File: src/rtl/rmd_pkg.sv
package rmd_pkg;

    typedef enum logic [2:0] {
        ST_HDR,
        ST_FWD,
        ST_DATA,
        ST_SKIP,
        ST_EXEC,
        ST_REPLY
    } st_e;

    localparam logic [7:0] PID_CMD  = 8'h01;

    localparam logic [1:0] K_NONE   = 2'd0;
    localparam logic [1:0] K_READ   = 2'd1;
    localparam logic [1:0] K_WRITE  = 2'd2;
    localparam logic [1:0] K_RMW    = 2'd3;

    localparam logic [7:0] SC_OK    = 8'd0;
    localparam logic [7:0] SC_HCRC  = 8'd1;
    localparam logic [7:0] SC_DCRC  = 8'd2;
    localparam logic [7:0] SC_KEY   = 8'd3;
    localparam logic [7:0] SC_CMD   = 8'd4;

    localparam logic [2:0] HDR_CRC_IDX = 3'd5;

endpackage

File: src/rtl/rmd_crc8.sv
module rmd_crc8 #(
    parameter logic [7:0] POLY = 8'h07
) (
    input  logic [7:0] crc_in,
    input  logic [7:0] data_in,
    output logic [7:0] crc_out
);
    logic [7:0] stage [0:8];

    assign stage[0] = crc_in ^ data_in;

    for (genvar g = 0; g < 8; g++) begin : g_bit
        assign stage[g+1] = stage[g][7] ? ({stage[g][6:0], 1'b0} ^ POLY)
                                        :  {stage[g][6:0], 1'b0};
    end

    assign crc_out = stage[8];
endmodule

File: src/rtl/rmd_merge.sv
module rmd_merge #(
    parameter int W = 8
) (
    input  logic [W-1:0] old_val,
    input  logic [W-1:0] new_val,
    input  logic [W-1:0] mask,
    input  logic         sel_rmw,
    output logic [W-1:0] result
);
    always_comb begin
        if (sel_rmw) result = (old_val & ~mask) | (new_val & mask);
        else         result = new_val;
    end
endmodule

File: src/rtl/rmap_decoder.sv
module rmap_decoder
    import rmd_pkg::*;
#(
    parameter int unsigned   AW       = 8,   // at most 8
    parameter int unsigned   MAX_LEN  = 4,   // at least 2
    parameter logic [AW-1:0] CFG_ADDR = '1
) (
    input  logic          clk,
    input  logic          rst_n,
    input  logic [7:0]    node_key,
    input  logic          rx_valid,
    input  logic [7:0]    rx_data,
    input  logic          rx_last,
    output logic          rx_ready,
    output logic          host_valid,
    output logic [7:0]    host_data,
    output logic          host_last,
    output logic          rep_valid,
    output logic [7:0]    rep_data,
    output logic          rep_last,
    output logic          mem_en,
    output logic          mem_we,
    output logic [AW-1:0] mem_addr,
    output logic [7:0]    mem_wdata,
    input  logic [7:0]    mem_rdata,
    output logic [7:0]    cfg_out
);
    localparam int DBN = 2 * MAX_LEN;
    localparam int DIW = $clog2(DBN);
    localparam int CW  = $clog2(DBN + 1);
    localparam int LW  = $clog2(MAX_LEN + 1);
    localparam int LIW = $clog2(MAX_LEN);
    localparam int RW  = $clog2(MAX_LEN + 6);

    typedef struct packed {
        st_e                      st;
        logic [2:0]               hcnt;
        logic [7:0]               instr;
        logic [7:0]               key;
        logic [AW-1:0]            addr;
        logic [7:0]               len;
        logic [7:0]               crc;
        logic [7:0]               status;
        logic [CW-1:0]            dcnt;
        logic [LW-1:0]            ecnt;
        logic [RW-1:0]            rcnt;
        logic [DBN-1:0][7:0]      dbuf;
        logic [MAX_LEN-1:0][7:0]  rbuf;
        logic                     host_v;
        logic [7:0]               host_d;
        logic                     host_l;
        logic                     rep_v;
        logic [7:0]               rep_d;
        logic                     rep_l;
        logic [7:0]               cfg;
    } state_t;

    state_t q, n;

    logic          acc;
    logic [1:0]    kind;
    logic          verify, ack;
    logic [8:0]    need;
    logic          has_data;
    logic [7:0]    rlast;
    logic [7:0]    rep_byte;
    logic [7:0]    crc_rx, crc_tx;
    logic [AW-1:0] dwa, ea;
    logic [7:0]    old_c, val_c, mask_c, wdata_m;
    logic [DIW-1:0] midx;
    logic [LIW-1:0] ridx;
    logic [7:0]    hstat;
    logic          len_ok;

    logic          mem_en_c, mem_we_c;
    logic [AW-1:0] mem_addr_c;
    logic [7:0]    mem_wdata_c;

    assign rx_ready = (q.st == ST_HDR) || (q.st == ST_FWD) ||
                      (q.st == ST_DATA) || (q.st == ST_SKIP);
    assign acc      = rx_valid && rx_ready;

    assign kind     = q.instr[7:6];
    assign verify   = q.instr[5];
    assign ack      = q.instr[4];
    assign need     = (kind == K_RMW) ? {q.len, 1'b0} : {1'b0, q.len};
    assign has_data = (q.status == SC_OK) && ((kind == K_READ) || (kind == K_RMW));
    assign rlast    = 8'd4 + (has_data ? q.len : 8'd0);

    assign dwa      = q.addr + AW'(q.dcnt);
    assign ea       = q.addr + AW'(q.ecnt);
    assign old_c    = (ea == CFG_ADDR) ? q.cfg : mem_rdata;
    assign midx     = DIW'(q.len + 8'(q.ecnt));
    assign val_c    = q.dbuf[DIW'(q.ecnt)];
    assign mask_c   = q.dbuf[midx];
    assign ridx     = LIW'(8'(q.rcnt) - 8'd4);
    assign len_ok   = (q.len != 8'd0) && (q.len <= 8'(MAX_LEN));

    // header verdict, computed while the header checksum byte is on rx_data
    always_comb begin
        if (rx_data != q.crc)                   hstat = SC_HCRC;
        else if (q.key != node_key)             hstat = SC_KEY;
        else if (kind == K_NONE || !len_ok)     hstat = SC_CMD;
        else                                    hstat = SC_OK;
    end

    always_comb begin
        if (q.rcnt == RW'(0))           rep_byte = PID_CMD;
        else if (q.rcnt == RW'(1))      rep_byte = q.instr;
        else if (q.rcnt == RW'(2))      rep_byte = q.status;
        else if (q.rcnt == RW'(3))      rep_byte = 8'(q.addr);
        else if (8'(q.rcnt) == rlast)   rep_byte = q.crc;
        else                            rep_byte = q.rbuf[ridx];
    end

    rmd_crc8 #(.POLY(8'h07)) u_crc_rx (
        .crc_in (q.crc),
        .data_in(rx_data),
        .crc_out(crc_rx)
    );

    rmd_crc8 #(.POLY(8'h07)) u_crc_tx (
        .crc_in (q.crc),
        .data_in(rep_byte),
        .crc_out(crc_tx)
    );

    rmd_merge #(.W(8)) u_merge (
        .old_val(old_c),
        .new_val(val_c),
        .mask   (mask_c),
        .sel_rmw(kind == K_RMW),
        .result (wdata_m)
    );

    always_comb begin
        n           = q;
        n.host_v    = 1'b0;
        n.host_l    = 1'b0;
        n.rep_v     = 1'b0;
        n.rep_l     = 1'b0;
        mem_en_c    = 1'b0;
        mem_we_c    = 1'b0;
        mem_addr_c  = '0;
        mem_wdata_c = '0;

        unique case (q.st)
            ST_HDR: if (acc) begin
                if (q.hcnt == 3'd0 && rx_data != PID_CMD) begin
                    n.host_v = 1'b1;
                    n.host_d = rx_data;
                    n.host_l = rx_last;
                    if (!rx_last) n.st = ST_FWD;
                end else if (q.hcnt == HDR_CRC_IDX) begin
                    n.hcnt   = 3'd0;
                    n.crc    = 8'd0;
                    n.dcnt   = '0;
                    n.ecnt   = '0;
                    n.status = hstat;
                    if (hstat != SC_OK || kind == K_READ) begin
                        n.st = rx_last ? ST_EXEC : ST_SKIP;
                    end else if (rx_last) begin
                        n.status = SC_DCRC;
                        n.st     = ST_EXEC;
                    end else begin
                        n.st = ST_DATA;
                    end
                end else begin
                    n.crc = crc_rx;
                    case (q.hcnt)
                        3'd1:    n.instr = rx_data;
                        3'd2:    n.key   = rx_data;
                        3'd3:    n.addr  = rx_data[AW-1:0];
                        3'd4:    n.len   = rx_data;
                        default: ;
                    endcase
                    if (rx_last) begin
                        n.hcnt = 3'd0;
                        n.crc  = 8'd0;
                    end else begin
                        n.hcnt = 3'(q.hcnt + 3'd1);
                    end
                end
            end

            ST_FWD: if (acc) begin
                n.host_v = 1'b1;
                n.host_d = rx_data;
                n.host_l = rx_last;
                if (rx_last) n.st = ST_HDR;
            end

            ST_DATA: if (acc) begin
                if (9'(q.dcnt) < need) begin
                    n.dbuf[DIW'(q.dcnt)] = rx_data;
                    n.crc  = crc_rx;
                    n.dcnt = CW'(q.dcnt + CW'(1));
                    if (kind == K_WRITE && !verify) begin
                        if (dwa == CFG_ADDR) begin
                            n.cfg = rx_data;
                        end else begin
                            mem_en_c    = 1'b1;
                            mem_we_c    = 1'b1;
                            mem_addr_c  = dwa;
                            mem_wdata_c = rx_data;
                        end
                    end
                    if (rx_last) begin
                        n.status = SC_DCRC;
                        n.st     = ST_EXEC;
                    end
                end else begin
                    n.status = (rx_data == q.crc) ? SC_OK : SC_DCRC;
                    n.st     = rx_last ? ST_EXEC : ST_SKIP;
                end
            end

            ST_SKIP: if (acc && rx_last) n.st = ST_EXEC;

            ST_EXEC: begin
                if (q.status != SC_OK || (kind == K_WRITE && !verify) ||
                    8'(q.ecnt) >= q.len) begin
                    n.crc  = 8'd0;
                    n.rcnt = '0;
                    n.st   = ack ? ST_REPLY : ST_HDR;
                end else begin
                    n.ecnt = LW'(q.ecnt + LW'(1));
                    if (kind != K_WRITE) n.rbuf[LIW'(q.ecnt)] = old_c;
                    if (ea != CFG_ADDR) begin
                        mem_en_c   = 1'b1;
                        mem_addr_c = ea;
                    end
                    if (kind != K_READ) begin
                        if (ea == CFG_ADDR) begin
                            n.cfg = wdata_m;
                        end else begin
                            mem_we_c    = 1'b1;
                            mem_wdata_c = wdata_m;
                        end
                    end
                end
            end

            ST_REPLY: begin
                n.rep_v = 1'b1;
                n.rep_d = rep_byte;
                n.crc   = crc_tx;
                n.rcnt  = RW'(q.rcnt + RW'(1));
                if (8'(q.rcnt) == rlast) begin
                    n.rep_l = 1'b1;
                    n.crc   = 8'd0;
                    n.st    = ST_HDR;
                end
            end

            default: n.st = ST_HDR;
        endcase
    end

    always_ff @(posedge clk) begin
        if (!rst_n) begin
            q    <= '0;
            q.st <= ST_HDR;
        end else begin
            q <= n;
        end
    end

    assign host_valid = q.host_v;
    assign host_data  = q.host_d;
    assign host_last  = q.host_l;
    assign rep_valid  = q.rep_v;
    assign rep_data   = q.rep_d;
    assign rep_last   = q.rep_l;
    assign cfg_out    = q.cfg;
    assign mem_en     = mem_en_c;
    assign mem_we     = mem_we_c;
    assign mem_addr   = mem_addr_c;
    assign mem_wdata  = mem_wdata_c;


    host_follows_chk: assert property (@(posedge clk) disable iff (!rst_n)
        host_valid |-> ($past(rx_valid && rx_ready) && host_data == $past(rx_data)));


    cfg_off_bus_chk: assert property (@(posedge clk) disable iff (!rst_n)
        mem_en |-> (mem_addr != CFG_ADDR));


    reply_head_chk: assert property (@(posedge clk) disable iff (!rst_n)
        $rose(rep_valid) |-> (rep_data == PID_CMD));


    busy_reply_chk: assert property (@(posedge clk) disable iff (!rst_n)
        (rep_valid && !rep_last) |-> !rx_ready);


    fwd_no_bus_chk: assert property (@(posedge clk) disable iff (!rst_n)
        (q.st == ST_FWD) |-> !mem_en);

endmodule

File: config.mk
export PLATFORM = sky130hd
export DESIGN_NAME = rmap_decoder
export DESIGN_NICKNAME = d
export VERILOG_FILES = /design/src/rtl/rmd_pkg.sv /design/src/rtl/rmd_crc8.sv /design/src/rtl/rmd_merge.sv /design/src/rtl/rmap_decoder.sv
export SDC_FILE = /design/constraint.sdc
export NUM_CORES = 1
export LEC_CHECK = 0
export ABC_AREA = 0
export BUFFER_PORTS_ARGS = -buffer_cell sky130_fd_sc_hd__buf_2
export CORE_MARGIN = 10
export CORE_UTILIZATION = 60
export CTS_BUF_LIST = sky130_fd_sc_hd__clkbuf_4 sky130_fd_sc_hd__clkbuf_8 sky130_fd_sc_hd__clkbuf_16
export DETAILED_ROUTE_END_ITERATION = 8
export HOLD_SLACK_MARGIN = 0.08
export PLACE_DENSITY = 0.79
export SYNTH_ARGS = -nofsm -noshare
export SYNTH_HDL_FRONTEND = slang
export SYNTH_HIERARCHICAL = 1
export SYNTH_SLANG_ARGS = --single-unit
File: constraint.sdc
create_clock -name clk -period 5.03 [get_ports clk]
set_input_delay 1.006 -clock clk [delete_from_list [all_inputs] [get_ports clk]]
set_output_delay 1.006 -clock clk [all_outputs]
set_load 0.02 [all_outputs]
**Yosys cells after proc, flatten, opt, wreduce, memory -nomap -nowiden**

Cells that the tools add are included.
Widths: inputs -> output; s select.

- Register bits: 189
- Output and inout bits: 47
- Input bits: 28
- Logic and storage cells: 291

- Reductions and logical operators: 48
- Add/sub/neg operators: 9
- Bitwise logic cells: 25
- Magnitude comparators: 10
- Mux-type cells: 124
- Eq/ne operators: 45

Operators with widths:

| kind | number |
|---|---|
| $mux 8 | 46 |
| $mux 3 | 37 |
| $bwmux 64 | 1 |
| $mux 61 | 1 |
| $mux 58 | 1 |
| $bmux 8 s3 | 2 |
| $not 3->3 | 16 |
| $pmux 8 s2 | 3 |
| $mux 10 | 4 |
| $bwmux 32 | 1 |
| $mux 32 | 1 |
| $pmux 8 s4 | 1 |
| $reduce_and 5->1 | 5 |
| $demux 8 s3 | 1 |
| $pmux 12 s2 | 1 |
| $reduce_bool 8->1 | 3 |
| $ne 2x2->1 const B | 11 |
| $mux 20 | 1 |
| $pmux 10 s2 | 1 |
| $pmux 3 s6 | 1 |
| $reduce_and 6->1 | 3 |
| $and 8x8->8 | 2 |
| $bmux 8 s2 | 1 |
| $demux 8 s2 | 1 |
| 56 further kinds | 116 |

**Logic depth before layout (Yosys ltp)**

Gate-level depths: netlist of the first run.

- Word-level depth: 30
- Depth in mapped cells: 17

**Cells and area by module**

The synthesis of the first run kept the hierarchy.

Modules (own cells, without submodules):

| module | cells each | area an instance (um^2) | instances |
|---|---|---|---|
| rmap_decoder | 1125 | 10431.3 | 1 |
| rmd_crc8 | 21 | 206.4 | 2 |
| rmd_merge | 16 | 170.2 | 1 |

**Worst setup path before layout of the first run**

No wires, ideal clock.

- Kind: register to output
- Start: reg q[128] (netlist name)
- End: out mem_wdata[0]
- Setup slack: 335 ps
- Buffers on the path: 4
- Stages on the path, launching flop included: 12
- Arrival time: 3689 ps
- Data required time: 4024 ps
- Cells stage by stage: dfxtp_1 buf_2 buf_1 inv_1 ha_1 buf_2 buf_2 mux4_2 mux2_2 nand2b_1 mux2_4 a32o_1

- Cells in the longest elaborated chain, start to end: 11
- Elaborated cells on any way between the ends: 19

Ends and longest elaborated chain:

| element | RTL line | text |
|---|---|---|
| start: declaration | rmap_decoder.sv:58 | `state_t q, n;` |
| start signal: assignment | rmap_decoder.sv:265 | `q <= n;` |
| $add 3x3->3 (*) | rmap_decoder.sv:93 | `assign midx = DIW'(q.len + 8'(q.ecnt));` |
| $bmux 8 s3 (*) | rmap_decoder.sv:95 | `assign mask_c = q.dbuf[midx];` |
| $mux 8 (not written as such) (*) | rmap_decoder.sv:95 |  |
| via mask_c[0] | rmap_decoder.sv:69 | `logic [7:0] old_c, val_c, mask_c, wdata_m;` |
| $not 8->8 | rmd_merge.sv:11 | `if (sel_rmw) result = (old_val & ~mask) \| (new_val & mask);` |
| $and 8x8->8 | rmd_merge.sv:11 |  |
| $or 8x8->8 (*) | rmd_merge.sv:11 |  |
| $mux 8 (*) | rmd_merge.sv:11 |  |
| via wdata_m[0] | rmap_decoder.sv:69 |  |
| $mux 8 (*) | rmap_decoder.sv:234 | `if (ea == CFG_ADDR) begin` |
| $mux 8 (*) | rmap_decoder.sv:233 | `if (kind != K_READ) begin` |
| $mux 8 (*) | rmap_decoder.sv:221 | `if (q.status != SC_OK \|\| (kind == K_WRITE && !verify) \|\|` |
| $pmux 8 s2 (*) | rmap_decoder.sv:147 | `unique case (q.st)` |
| end: declaration | rmap_decoder.sv:24 | `output logic [7:0] mem_wdata,` |

The timed path passes the listed nets; every way through them passes the cells marked *. The select of a mux whose other input is x is not followed.

**Worst setup path in the final report of the first run**

- Start: reg q[128] (netlist name)
- End: out mem_wdata[7]

The elaborated chain is that of the path after synthesis.

==> summary.json, run 1 <==
{
  "final_layout": {
    "post_synthesis_to_final_layout_area_growth_pct": 8.16,
    "fillers": 1442,
    "antenna_cells_inserted": 0,
    "layout.nets": 1251,
    "drive_above_1_share": 0.197,
    "post_route_cell_area_um2": 11900
  },
  "synthesis": {
    "synth_seq_area_share": 0.334,
    "synth_ff_type": "dfxtp_1",
    "avgSynthCellArea_um2": 9.31,
    "postSynthCellCount": 1183,
    "synth.distinct_cells": 81,
    "async_flop_share": 0,
    "synth_edf_count": 0,
    "yosysWarnings": 6,
    "number_of_nets_in_the_synthesized_netlist": 1243,
    "synth.ff_latch_count": 184,
    "synth.cell_area_um2": 11000
  },
  "cts": {
    "cts_tree": "built",
    "cts_buffers": 17,
    "worst_skew_pair.late_latency_ns": 0.45,
    "root_buffer": "clkbuf_16",
    "clk_path_buf_depth": 2,
    "cts_sinks": 184,
    "clkTransAtPathRegs_ns": 0.07,
    "cts_resized": 0,
    "cts.hold.buffers_added": 0,
    "cts.repair_timing.setup_buffer_count": 0,
    "htree_levels": 4
  },
  "placement": {
    "dp_hpwl_um": 21200,
    "number_of_port_buffers": 74,
    "gp_routability_congestion": 0.978,
    "detailed_place.area_um2": 11300
  },
  "critical_path": {
    "crit_fanout": 21,
    "cp-start-kind": "register",
    "timing.critical_path.cells": "buf_4, inv_1, ha_1, buf_4, mux4_2, mux2_2, nand2b_1, mux2_4, a32o_1, buf_2",
    "critical-path-top-delay-family": "multiplexers",
    "cp_common_cell": "buf_4",
    "path_buf_inv": 4,
    "worstSetupPathType": "reg -> out",
    "rrSetupSlack_ns": 0.58,
    "cp_data_required_time_ns": 4.02,
    "worst_path_max_stage_delay_ns": 0.55,
    "cp_slowest_cell": "mux4_2",
    "worst_ep_arrival_time_ns": 3.73,
    "cp.depth": 10,
    "worstSetupEndpointType": "output pin",
    "rr_worst_depth": 16
  },
  "sta": {
    "rsz_0062_raised_after_global_routing": "false",
    "timing_worst_slew_pin_value_ns": 0.948,
    "fin_skew_ns": 0.0154,
    "setup_tns_ns": 0,
    "setup_viol": 0,
    "post-route-min-period_ns": 4.74,
    "timing.slew.headroom": 0.359,
    "slew_viol_final": 0,
    "fmax_mhz": 211,
    "timing.final.crit_share": 0.942,
    "hold_violations": 0
  },
  "worst_hold_path": {
    "hold_crit_path_type": "reg -> reg",
    "hold_path_depth": 2
  },
  "global_route": {
    "vias_in_the_first_global_route": 8961,
    "grt_overflow_total": 0,
    "grt_first_pass_wirelength_um": 48700,
    "grt_max_degree": 82,
    "gr-usage-all-layers": 0.249,
    "antenna_found_initial": 1
  },
  "detailed_routing": {
    "dr.pass1.iters": 6,
    "drt_iter0_drc": 811,
    "detail_route.wl_per_cell_um": 21.3,
    "detail_route.drc_violations": 0,
    "routed_via_density": 6.41,
    "antenna_violating_nets_post_route": 0,
    "vias": 9192,
    "wirelength_um": 30500
  },
  "flow_run": {
    "max_cap_viols": 0
  },
  "die": {
    "initial_core_util": 0.611,
    "core-area_um2": 18000,
    "die_height_um": 155,
    "die_width_um": 155,
    "fp-row-count": 49,
    "io_pins": 75,
    "area_enclosed_by_the_die_boundary_um2": 24200
  },
  "power": {
    "leakagePower_nw": 4.59,
    "p_per_area_nw_per_um2": 262,
    "vdd.ir_drop.worst_mv": 0.261
  },
  "run_status": {
    "run_status": "finished, final reports clean"
  }
}
## per-layer routing
metal  track usage  wire [µm]  vias up
li1              -          -     4213
met4         0.112       1180        0
met1         0.316      12400     4413
met2         0.404      14400      486
met3        0.0474       2510       80
met5             0          0        -
## registers in the layout, indices dropped and copies added (netlist names), 2 cells and up
register and cells:
cfg_out 8, host_data 8, kind 2, q 153, rep_data 8
## metrics by stage
step,utilization,power [mW],instances,setup WS (ns),hold WS (ns)
after CTS,0.661,3.12,1433,0.253,0.490
final,0.661,3.12,1433,0.293,0.481
after global placement,0.626,1.72,1401,0.794,0.458
after floorplan,-,1.67,1183,0.335,0.456
after detailed placement,0.626,1.73,1401,0.707,0.471
after global routing,0.661,3.20,1433,0.0730,0.512
## worst reg2reg max path: stages, from the launching register on
cell and delay, ns:
dfxtp_1 0.58, nor4b_2 0.50, and2_1 0.20, ha_1 0.23
nand4_1 0.14, a221oi_1 0.39, and4_1 0.24, o221ai_1 0.10
buf_4 0.23, mux2_2 0.30, mux2i_1 0.19, o21ai_0 0.15
xnor2_1 0.35, xnor2_1 0.18, xor2_1 0.19, a221oi_1 0.30
nor2_1 0.08
## Yosys cell counts (4+ instances only)
cell type | instances | area, µm²
nor2_1 | 202 | 758
dfxtp_1 | 184 | 3680
mux2i_1 | 116 | 1160
nand2_1 | 60 | 225
clkbuf_1 | 45 | 169
xnor2_1 | 43 | 377
mux4_2 | 40 | 901
o21ai_0 | 37 | 185
a21oi_1 | 36 | 180
a211oi_1 | 35 | 263
ha_1 | 29 | 363
buf_4 | 28 | 210
inv_1 | 27 | 101
buf_2 | 25 | 125
mux2_2 | 21 | 236
nand3_1 | 20 | 100
xor2_1 | 20 | 175
a311oi_1 | 14 | 123
nand2b_1 | 13 | 81.3
nor3_1 | 12 | 60.1
and3_1 | 11 | 68.8
a221oi_1 | 9 | 78.8
and2_1 | 9 | 56.3
a32o_1 | 8 | 80.1
mux2_4 | 8 | 120
nand4_1 | 8 | 50.1
a31oi_1 | 7 | 43.8
buf_1 | 7 | 26.3
nor2_2 | 7 | 43.8
o21a_1 | 7 | 52.6
xnor2_2 | 6 | 97.6
a22o_1 | 5 | 43.8
nor4_1 | 5 | 31.3
o32ai_1 | 4 | 35.0
## cell usage in the layout (no fill, tap or decap), types with 21 or more instances in the layout
cell type    n
a211oi_1    35
a21oi_1     36
buf_2       74
buf_4       25
dfxtp_1    184
ha_1        29
inv_1       26
mux2_2      21
mux2i_1    116
mux4_2      40
nand2_1     60
nor2_1     202
o21ai_0     37
xnor2_1     43
## power by group
group	internal [mW]	total [mW]	switching (mW)
sequential	1.47	1.48	0.0145
clock	0.769	1.42	0.651
combinational	0.0692	0.213	0.144
total	2.31	3.12	0.810
## cell type report
type / instances / area, µm² / share of cell area
clock buffer: 18 / 439 / 0.0369
clock inverter: 14 / 181 / 0.0152
inverter: 30 / 115 / 0.00966
multi-input combinational: 859 / 6650 / 0.558
sequential: 184 / 3680 / 0.309
tap: 229 / 287 / 0.0241
timing repair buffer: 99 / 558 / 0.0468
## final timing paths
path	to	startpoint
setup / recovery	mem_wdata[7]	q[128]$_SDFFE_PN0P_
hold / removal	host_data[3]$_SDFFE_PN0P_	host_data[3]$_SDFFE_PN0P_
setup reg to reg	q[147]$_SDFFE_PN0P_	kind[0]$_SDFFE_PN0P_
hold reg to reg	host_data[3]$_SDFFE_PN0P_	host_data[3]$_SDFFE_PN0P_
## logic make-up (layout without fill, tap and decap cells)
family	count (synthesis)	in the layout	share of synthesized area
AO/OA/AOI/OAI	198	198	0.129
XOR/XNOR	69	69	0.0590
adder cells (fa/ha/maj)	32	32	0.0384
buffers and inverters	140	161	0.0624
flip-flops	184	184	0.334
multiplexers	185	185	0.220
AND/OR/NAND/NOR	375	375	0.157
(Power assumes the default switching activity.)
==> run 2, diff against run 1 <==
CORE_ASPECT_RATIO = 1.25   (was default)
==> run 2 against run 1 <==
First-iteration DRC count is 9.2% higher; hold slack better by 0.0077 ns; final cell count fell by 0.21%; sequential share of layout area about the same; critical path depth unchanged; combinational power about the same; core utilization shrank 0.37 points; clock-buffer cell count down 1; design area decreased by 0.15%; clock skew decreased by 0.0075 ns; register-to-register slack improved by 0.02 ns; wire length grew 1.5%.
==> summary.json, run 2 (synthesis gave the netlist of run 1 again) <==
{
  "critical_path": {
    "worstSetupPathType": "reg -> out",
    "critPathLaunch": "q[128]$_SDFFE_PN0P_",
    "crit_fanout": {"value": 10, "change": "-52%"},
    "rrSetupSlack": {"value": 0.60, "unit": "ns", "change": "+0.02 ns"},
    "crit-reg2reg-launch": "kind[0]$_SDFFE_PN0P_",
    "worst_reg2reg_path_endpoint": "q[147]$_SDFFE_PN0P_",
    "worstSetupEndpointType": "output pin",
    "cp-start-kind": "register",
    "timing.critical_path.to": "mem_wdata[4]",
    "rr_worst_depth": {"value": 16, "change": "unchanged"},
    "cp_data_required_time": {"value": 4.02, "unit": "ns", "change": "about the same"},
    "worst_ep_arrival_time": {"value": 3.70, "unit": "ns", "change": "-0.03 ns"}
  },
  "cts": {
    "cts_sinks": {"value": 184, "change": "unchanged"},
    "cts.repair_timing.setup_buffer_count": {"value": 0, "change": "unchanged"},
    "clkTransAtPathRegs": {"value": 0.07, "unit": "ns", "change": "about the same"},
    "root_buffer": "clkbuf_16",
    "htree_levels": {"value": 4, "change": "unchanged"},
    "clk_path_buf_depth": {"value": 2, "change": "unchanged"},
    "cts_buffers": {"value": 17, "change": "unchanged"},
    "worst_skew_pair.late_latency": {"value": 0.45, "unit": "ns", "change": "about the same"},
    "cts_tree": "built"
  },
  "final_layout": {
    "layout.nets": {"value": 1249, "change": "-0.16%"},
    "largest_register_ffs": {"value": 153, "change": "unchanged"},
    "drive_above_1_share": {"value": 0.198, "change": "+0.00116"},
    "antenna_cells_inserted": {"value": 0, "change": "unchanged"},
    "layout_common_cells": "nor2_1 (202), dfxtp_1 (184), mux2i_1 (114)",
    "top_register": "q",
    "post_synthesis_to_final_layout_area_growth_pct": 8.00,
    "layout_commonest_cell": "nor2_1"
  },
  "worst_hold_path": {
    "hold_crit_path_type": "reg -> reg"
  },
  "global_route": {
    "antenna_found_initial": {"value": 0, "change": "-1"},
    "vias_in_the_first_global_route": {"value": 8936, "change": "-0.28%"},
    "grt_max_degree": {"value": 102, "change": "+24%"},
    "grt_overflow_total": {"value": 0, "change": "unchanged"},
    "grt_first_pass_wirelength": {"value": 48800, "unit": "µm", "change": "+0.33%"},
    "gr-usage-all-layers": {"value": 0.253, "change": "+0.00359"}
  },
  "die": {
    "io_pins": {"value": 75, "change": "unchanged"},
    "area_enclosed_by_the_die_boundary": {"value": 24200, "unit": "µm²", "change": "+0.14%"},
    "fp-row-count": {"value": 55, "change": "+12%"},
    "initial_core_util": {"value": 0.609, "change": "-0.00249"},
    "die_width": {"value": 141, "unit": "µm", "change": "-9.2%"},
    "core-area": {"value": 18100, "unit": "µm²", "change": "+0.41%"},
    "die_height": {"value": 171, "unit": "µm", "change": "+10%"}
  },
  "placement": {
    "placement.setup.worst_slack": {"value": 0.600, "unit": "ns", "change": "-0.107 ns"},
    "dp_hpwl": {"value": 21900, "unit": "µm", "change": "+3.4%"},
    "number_of_port_buffers": {"value": 74, "change": "unchanged"},
    "gp_routability_congestion": {"value": 0.969, "change": "-0.92%"}
  },
  "sta": {
    "timing.final.crit_share": {"value": 0.936, "change": "-0.00582"},
    "slew_viol_final": {"value": 0, "change": "unchanged"},
    "fmax": {"value": 212, "unit": "MHz", "change": "+0.62%"},
    "post-route-min-period": {"value": 4.71, "unit": "ns", "change": "-0.0293 ns"},
    "rsz_0062_raised_after_global_routing": "false",
    "fin_skew": {"value": 0.00785, "unit": "ns", "change": "-0.00754 ns"},
    "hold_violations": {"value": 0, "change": "unchanged"},
    "timing.slew.headroom": {"value": 0.303, "change": "-0.0555"},
    "timing_worst_slew_pin_value": {"value": 1.05, "unit": "ns", "change": "+0.0966 ns"},
    "fin_ws": {"value": 0.323, "unit": "ns", "change": "+0.0293 ns"},
    "setup_viol": {"value": 0, "change": "unchanged"},
    "hold_slack": {"value": 0.488, "unit": "ns", "change": "+0.00769 ns"},
    "setup_tns": {"value": 0, "unit": "ns", "change": "unchanged"}
  },
  "power": {
    "power.net_switching": {"value": 836, "unit": "µW", "change": "+3.2%"},
    "comb_power_share": {"value": 0.069, "change": "about the same"},
    "power_frac_seq": {"value": 0.481, "change": "+0.005"},
    "vdd.ir_drop.worst": {"value": 0.235, "unit": "mV", "change": "-9.8%"},
    "p_per_area": {"value": 260, "unit": "nW/µm²", "change": "-0.80%"},
    "p_int": {"value": 2.25, "unit": "mW", "change": "-2.4%"},
    "pwr-share-clk": {"value": 0.449, "change": "-0.007"},
    "leakagePower": {"value": 4.56, "unit": "nW", "change": "-0.60%"},
    "fin_total_pwr": {"value": 3.09, "unit": "mW", "change": "-0.95%"},
    "switching_fraction": {"value": 0.271, "change": "+0.0109"}
  },
  "detailed_routing": {
    "vias": {"value": 9136, "change": "-0.61%"},
    "detail_route.wl_per_cell": {"value": 21.6, "unit": "µm", "change": "+1.7%"},
    "drt_iter0_drc": {"value": 886, "change": "+9.2%"},
    "wirelength": {"value": 30900, "unit": "µm", "change": "+1.5%"},
    "routed_via_density": {"value": 6.39, "change": "-0.40%"},
    "antenna_violating_nets_post_route": {"value": 0, "change": "unchanged"},
    "detail_route.drc_violations": {"value": 0, "change": "unchanged"},
    "dr.pass1.iters": {"value": 6, "change": "unchanged"}
  },
  "run_status": {
    "run_status": "finished, final reports clean"
  },
  "flow_run": {
    "max_cap_viols": {"value": 0, "change": "unchanged"}
  }
}
run 2: power by group through the flow:
stage	clock (mW)	sequential (mW)	combinational, mW
final	1.39	1.49	0.214
after global routing	1.46	1.49	0.231
after CTS	1.39	1.48	0.212
after detailed placement	0	1.52	0.210
after global placement	0	1.52	0.208
after floorplan	0	1.51	0.160
run 2: worst min path at each step:
| stage | from | end | cells after the start |
|---|---|---|---|
| 2_1_floorplan | host_data[0]$_SDFFE_PN0P_ | host_data[0]$_SDFFE_PN0P_ | 2 |
| 3_3_place_gp | host_data[6]$_SDFFE_PN0P_ | host_data[6]$_SDFFE_PN0P_ | 2 |
| 3_5_place_dp | host_data[4]$_SDFFE_PN0P_ | host_data[4]$_SDFFE_PN0P_ | 2 |
| 4_1_cts | host_data[3]$_SDFFE_PN0P_ | host_data[3]$_SDFFE_PN0P_ | 2 |
| 5_1_grt | q[30]$_SDFFE_PN0P_ | q[30]$_SDFFE_PN0P_ | 2 |
| 6_report | host_data[7]$_SDFFE_PN0P_ | host_data[7]$_SDFFE_PN0P_ | 2 |
run 2: layout make-up:
cell class	count	area (µm²)
well taps	228	285
inverters	30	115
clock inverters	15	181
clock buffers	17	425
repair buffers	97	543
fillers	1475	6200
multi-input cells	859	6660
flip-flops and latches	184	3680
run 2: metal layers:
metal	vias up	part of all wire	GRT usage
met5	-	0	0
met4	0	0.043	0.126
met3	93	0.069	0.0510
met2	401	0.48	0.415
met1	4425	0.41	0.310
li1	4217	-	-
run 2: worst max-delay path, stage by stage (launching register included):
cell and delay (ns):
dfxtp_1 0.35, ha_1 0.25, fa_1 0.42, xnor2_1 0.17
nor3_1 0.33, nand3_2 0.43, mux2i_1 0.50, inv_1 0.10
mux2_4 0.29, a32o_1 0.25, buf_2 0.17
run 2: timing repair:
item / CTS / global route
endpoints found under the setup margin: 0 / 6
hold buffers: 0 / 0
gates resized for setup: 0 / 3
run 2: per-stage QoR:
| stage | area (µm²) | instances | util |
|---|---|---|---|
| 4_1_cts | 11900 | 1430 | 0.657 |
| 5_1_grt | 11900 | 1430 | 0.657 |
| 2_1_floorplan | 11000 | 1183 | - |
| 6_report | 11900 | 1430 | 0.657 |
| 3_5_place_dp | 11300 | 1398 | 0.623 |
| 3_3_place_gp | 11300 | 1398 | 0.623 |
==> run 3, diff against run 2 <==
CORE_UTILIZATION = 61   (was 60)
PLACE_DENSITY = 0.8   (was 0.79)
==> run 3 against run 2 <==
Global-route usage fell by 0.33 points; core utilization rose by 1.5 points; clock-buffer cell count rose by 1; flip-flop and latch count did not move; critical path depth did not move; die area fell by 1.4%; hold slack improved by 0.0025 ns; clock skew rose by 0.0080 ns; combinational power barely moved; setup slack got worse by 0.10 ns; critical path type unchanged; critical endpoint is now mem_wdata[7]; largest cell class unchanged; highest routed layer unchanged.
==> summary.json, run 3 (synthesis gave the netlist of run 1 again) <==
{
  "run_status": {
    "run_status": "finished, final reports clean"
  },
  "placement": {
    "number_of_port_buffers": {"value": 74, "change": "unchanged"},
    "dp_hpwl": {"value": 21500, "unit": "µm", "change": "-1.8%"},
    "gp_routability_congestion": {"value": 0.997, "change": "+2.9%"}
  },
  "detailed_routing": {
    "wirelength": {"value": 30300, "unit": "µm", "change": "-2.0%"},
    "detail_route.drc_violations": {"value": 0, "change": "unchanged"},
    "routed_via_density": {"value": 6.32, "change": "-1.0%"},
    "detail_route.wl_per_cell": {"value": 21.3, "unit": "µm", "change": "-1.6%"},
    "vias": {"value": 8999, "change": "-1.5%"},
    "top_layer_used": "met4",
    "antenna_violating_nets_post_route": {"value": 0, "change": "unchanged"},
    "drt_iter0_drc": {"value": 1104, "change": "+25%"},
    "dr.pass1.iters": {"value": 5, "change": "-1"},
    "detailroute.wirelength.met3": {"value": 1980, "unit": "µm", "change": "-6.9%"},
    "wl_met2": {"value": 14800, "unit": "µm", "change": "-0.81%"},
    "drt_met1_wl": {"value": 12100, "unit": "µm", "change": "-3.8%"}
  },
  "power": {
    "vdd.ir_drop.worst": {"value": 0.224, "unit": "mV", "change": "-4.8%"},
    "power_frac_seq": {"value": 0.485, "change": "+0.004"},
    "power.net_switching": {"value": 843, "unit": "µW", "change": "+0.88%"},
    "p_per_area": {"value": 259, "unit": "nW/µm²", "change": "-0.34%"},
    "leakagePower": {"value": 4.56, "unit": "nW", "change": "about the same"},
    "pwr-share-clk": {"value": 0.446, "change": "-0.003"},
    "switching_fraction": {"value": 0.275, "change": "+0.00412"},
    "p_int": {"value": 2.22, "unit": "mW", "change": "-1.2%"},
    "comb_power_share": {"value": 0.070, "change": "about the same"}
  },
  "sta": {
    "post-route-min-period": {"value": 4.81, "unit": "ns", "change": "+0.103 ns"},
    "fin_skew": {"value": 0.0159, "unit": "ns", "change": "+0.00802 ns"},
    "hold_slack": {"value": 0.491, "unit": "ns", "change": "+0.00254 ns"},
    "timing.final.crit_share": {"value": 0.956, "change": "+0.0204"},
    "slew_viol_final": {"value": 0, "change": "unchanged"},
    "hold_violations": {"value": 0, "change": "unchanged"},
    "setup_tns": {"value": 0, "unit": "ns", "change": "unchanged"},
    "timing.slew.headroom": {"value": 0.199, "change": "-0.105"},
    "setup_viol": {"value": 0, "change": "unchanged"},
    "fmax": {"value": 208, "unit": "MHz", "change": "-2.1%"},
    "timing_worst_slew_pin_value": {"value": 1.20, "unit": "ns", "change": "+0.157 ns"},
    "rsz_0062_raised_after_global_routing": "false"
  },
  "cts": {
    "clkTransAtPathRegs": {"value": 0.07, "unit": "ns", "change": "about the same"},
    "cts_tree": "built",
    "cts_resized": {"value": 0, "change": "unchanged"},
    "cts.repair_timing.setup_buffer_count": {"value": 0, "change": "unchanged"},
    "cts_sinks": {"value": 184, "change": "unchanged"},
    "root_buffer": "clkbuf_16",
    "cts_buffers": {"value": 17, "change": "unchanged"},
    "worst_skew_pair.late_latency": {"value": 0.45, "unit": "ns", "change": "about the same"},
    "htree_levels": {"value": 4, "change": "unchanged"},
    "clk_path_buf_depth": {"value": 2, "change": "unchanged"},
    "cts.hold.buffers_added": {"value": 0, "change": "unchanged"}
  },
  "final_layout": {
    "antenna_cells_inserted": {"value": 0, "change": "unchanged"},
    "post_synthesis_to_final_layout_area_growth_pct": 7.68,
    "layout_commonest_cell": "nor2_1",
    "layout.nets": {"value": 1246, "change": "-0.24%"},
    "drive_above_1_share": {"value": 0.194, "change": "-0.00367"},
    "layout_common_cells": "nor2_1 (202), dfxtp_1 (184), mux2i_1 (116)",
    "top_register": "q",
    "fillers": {"value": 1378, "change": "-6.6%"},
    "largest_register_ffs": {"value": 153, "change": "unchanged"}
  },
  "flow_run": {
    "max_cap_viols": {"value": 0, "change": "unchanged"}
  },
  "die": {
    "area_enclosed_by_the_die_boundary": {"value": 23900, "unit": "µm²", "change": "-1.4%"},
    "die_height": {"value": 170, "unit": "µm", "change": "-0.73%"},
    "initial_core_util": {"value": 0.625, "change": "+0.0160"},
    "fp-row-count": {"value": 54, "change": "-1.8%"},
    "io_pins": {"value": 75, "change": "unchanged"},
    "core-area": {"value": 17600, "unit": "µm²", "change": "-2.6%"},
    "die_width": {"value": 140, "unit": "µm", "change": "-0.71%"}
  },
  "critical_path": {
    "worstSetupEndpointType": "output pin",
    "worst_ep_arrival_time": {"value": 3.80, "unit": "ns", "change": "+0.10 ns"},
    "worst_reg2reg_path_endpoint": "q[149]$_SDFFE_PN0P_",
    "crit-reg2reg-launch": "kind[0]$_SDFFE_PN0P_",
    "rr_worst_depth": {"value": 15, "change": "-1"},
    "crit_fanout": {"value": 21, "change": "+11"},
    "cp-start-kind": "register",
    "cp_data_required_time": {"value": 4.02, "unit": "ns", "change": "about the same"},
    "worstSetupPathType": "reg -> out",
    "rrSetupSlack": {"value": 0.41, "unit": "ns", "change": "-0.19 ns"}
  },
  "global_route": {
    "gr-usage-all-layers": {"value": 0.250, "change": "-0.00327"},
    "grt_max_degree": {"value": 72, "change": "-29%"},
    "antenna_found_initial": {"value": 0, "change": "unchanged"},
    "grt_first_pass_wirelength": {"value": 48300, "unit": "µm", "change": "-1.0%"},
    "grt_overflow_total": {"value": 0, "change": "unchanged"},
    "vias_in_the_first_global_route": {"value": 9017, "change": "+0.91%"}
  },
  "worst_hold_path": {
    "hold_path_depth": {"value": 2, "change": "unchanged"},
    "min_from": "host_data[6]$_SDFFE_PN0P_",
    "hold_crit_path_type": "reg -> reg",
    "hold_endpoint": "host_data[6]$_SDFFE_PN0P_"
  }
}
## run 3: worst max path at each step
stage                          from                  end  slack [ns]  cells past startpoint
2_1_floorplan   q[128]$_SDFFE_PN0P_         mem_wdata[0]        0.33                     11
3_3_place_gp    q[128]$_SDFFE_PN0P_         mem_wdata[7]        0.58                      9
3_5_place_dp   kind[0]$_SDFFE_PN0P_  q[149]$_SDFFE_PN0P_        0.48                     15
4_1_cts         q[128]$_SDFFE_PN0P_         mem_wdata[7]        0.05                      9
5_1_grt         q[128]$_SDFFE_PN0P_         mem_wdata[7]        0.06                     10
6_report        q[128]$_SDFFE_PN0P_         mem_wdata[7]        0.22                     10
## run 3: stage by stage
step	area, µm²	instances	setup slack (ns)	utilization	power (mW)
5_1_grt	11900	1423	0.0632	0.673	3.16
3_5_place_dp	11200	1391	0.484	0.638	1.73
3_3_place_gp	11200	1391	0.576	0.638	1.73
4_1_cts	11900	1423	0.0492	0.672	3.08
6_report	11900	1423	0.220	0.673	3.07
2_1_floorplan	11000	1183	0.335	-	1.67
## run 3: routing by layer
metal,vias to the layer above,GRT usage
li1,4199,-
met3,101,0.0401
met2,421,0.422
met4,0,0.134
met5,-,0
met1,4278,0.298
## run 3: critical path, stage by stage, from the launching register on
cell and delay [ns]:
dfxtp_1 0.34, buf_4 0.36, inv_1 0.17, ha_1 0.35, buf_4 0.32, mux4_2 0.57
mux2_2 0.29, nand2b_1 0.19, mux2_4 0.33, a32o_1 0.25, buf_2 0.17
## run 3: area by class of cell
class / count / area [µm²] / share of cell area
inverters: 30 / 115 / 0.00971
well taps: 224 / 280 / 0.0236
flip-flops and latches: 184 / 3680 / 0.311
repair buffers: 94 / 520 / 0.0439
clock inverters: 14 / 170 / 0.0143
multi-input cells: 859 / 6650 / 0.561
clock buffers: 18 / 439 / 0.0370
## run 3: power groups by stage
stage                     combinational [mW]  sequential (mW)  clock, mW
after floorplan                        0.160             1.51          0
after global placement                 0.207             1.52          0
after detailed placement               0.210             1.52          0
after CTS                              0.211             1.49       1.38
after global routing                   0.231             1.49       1.44
final                                  0.214             1.49       1.37
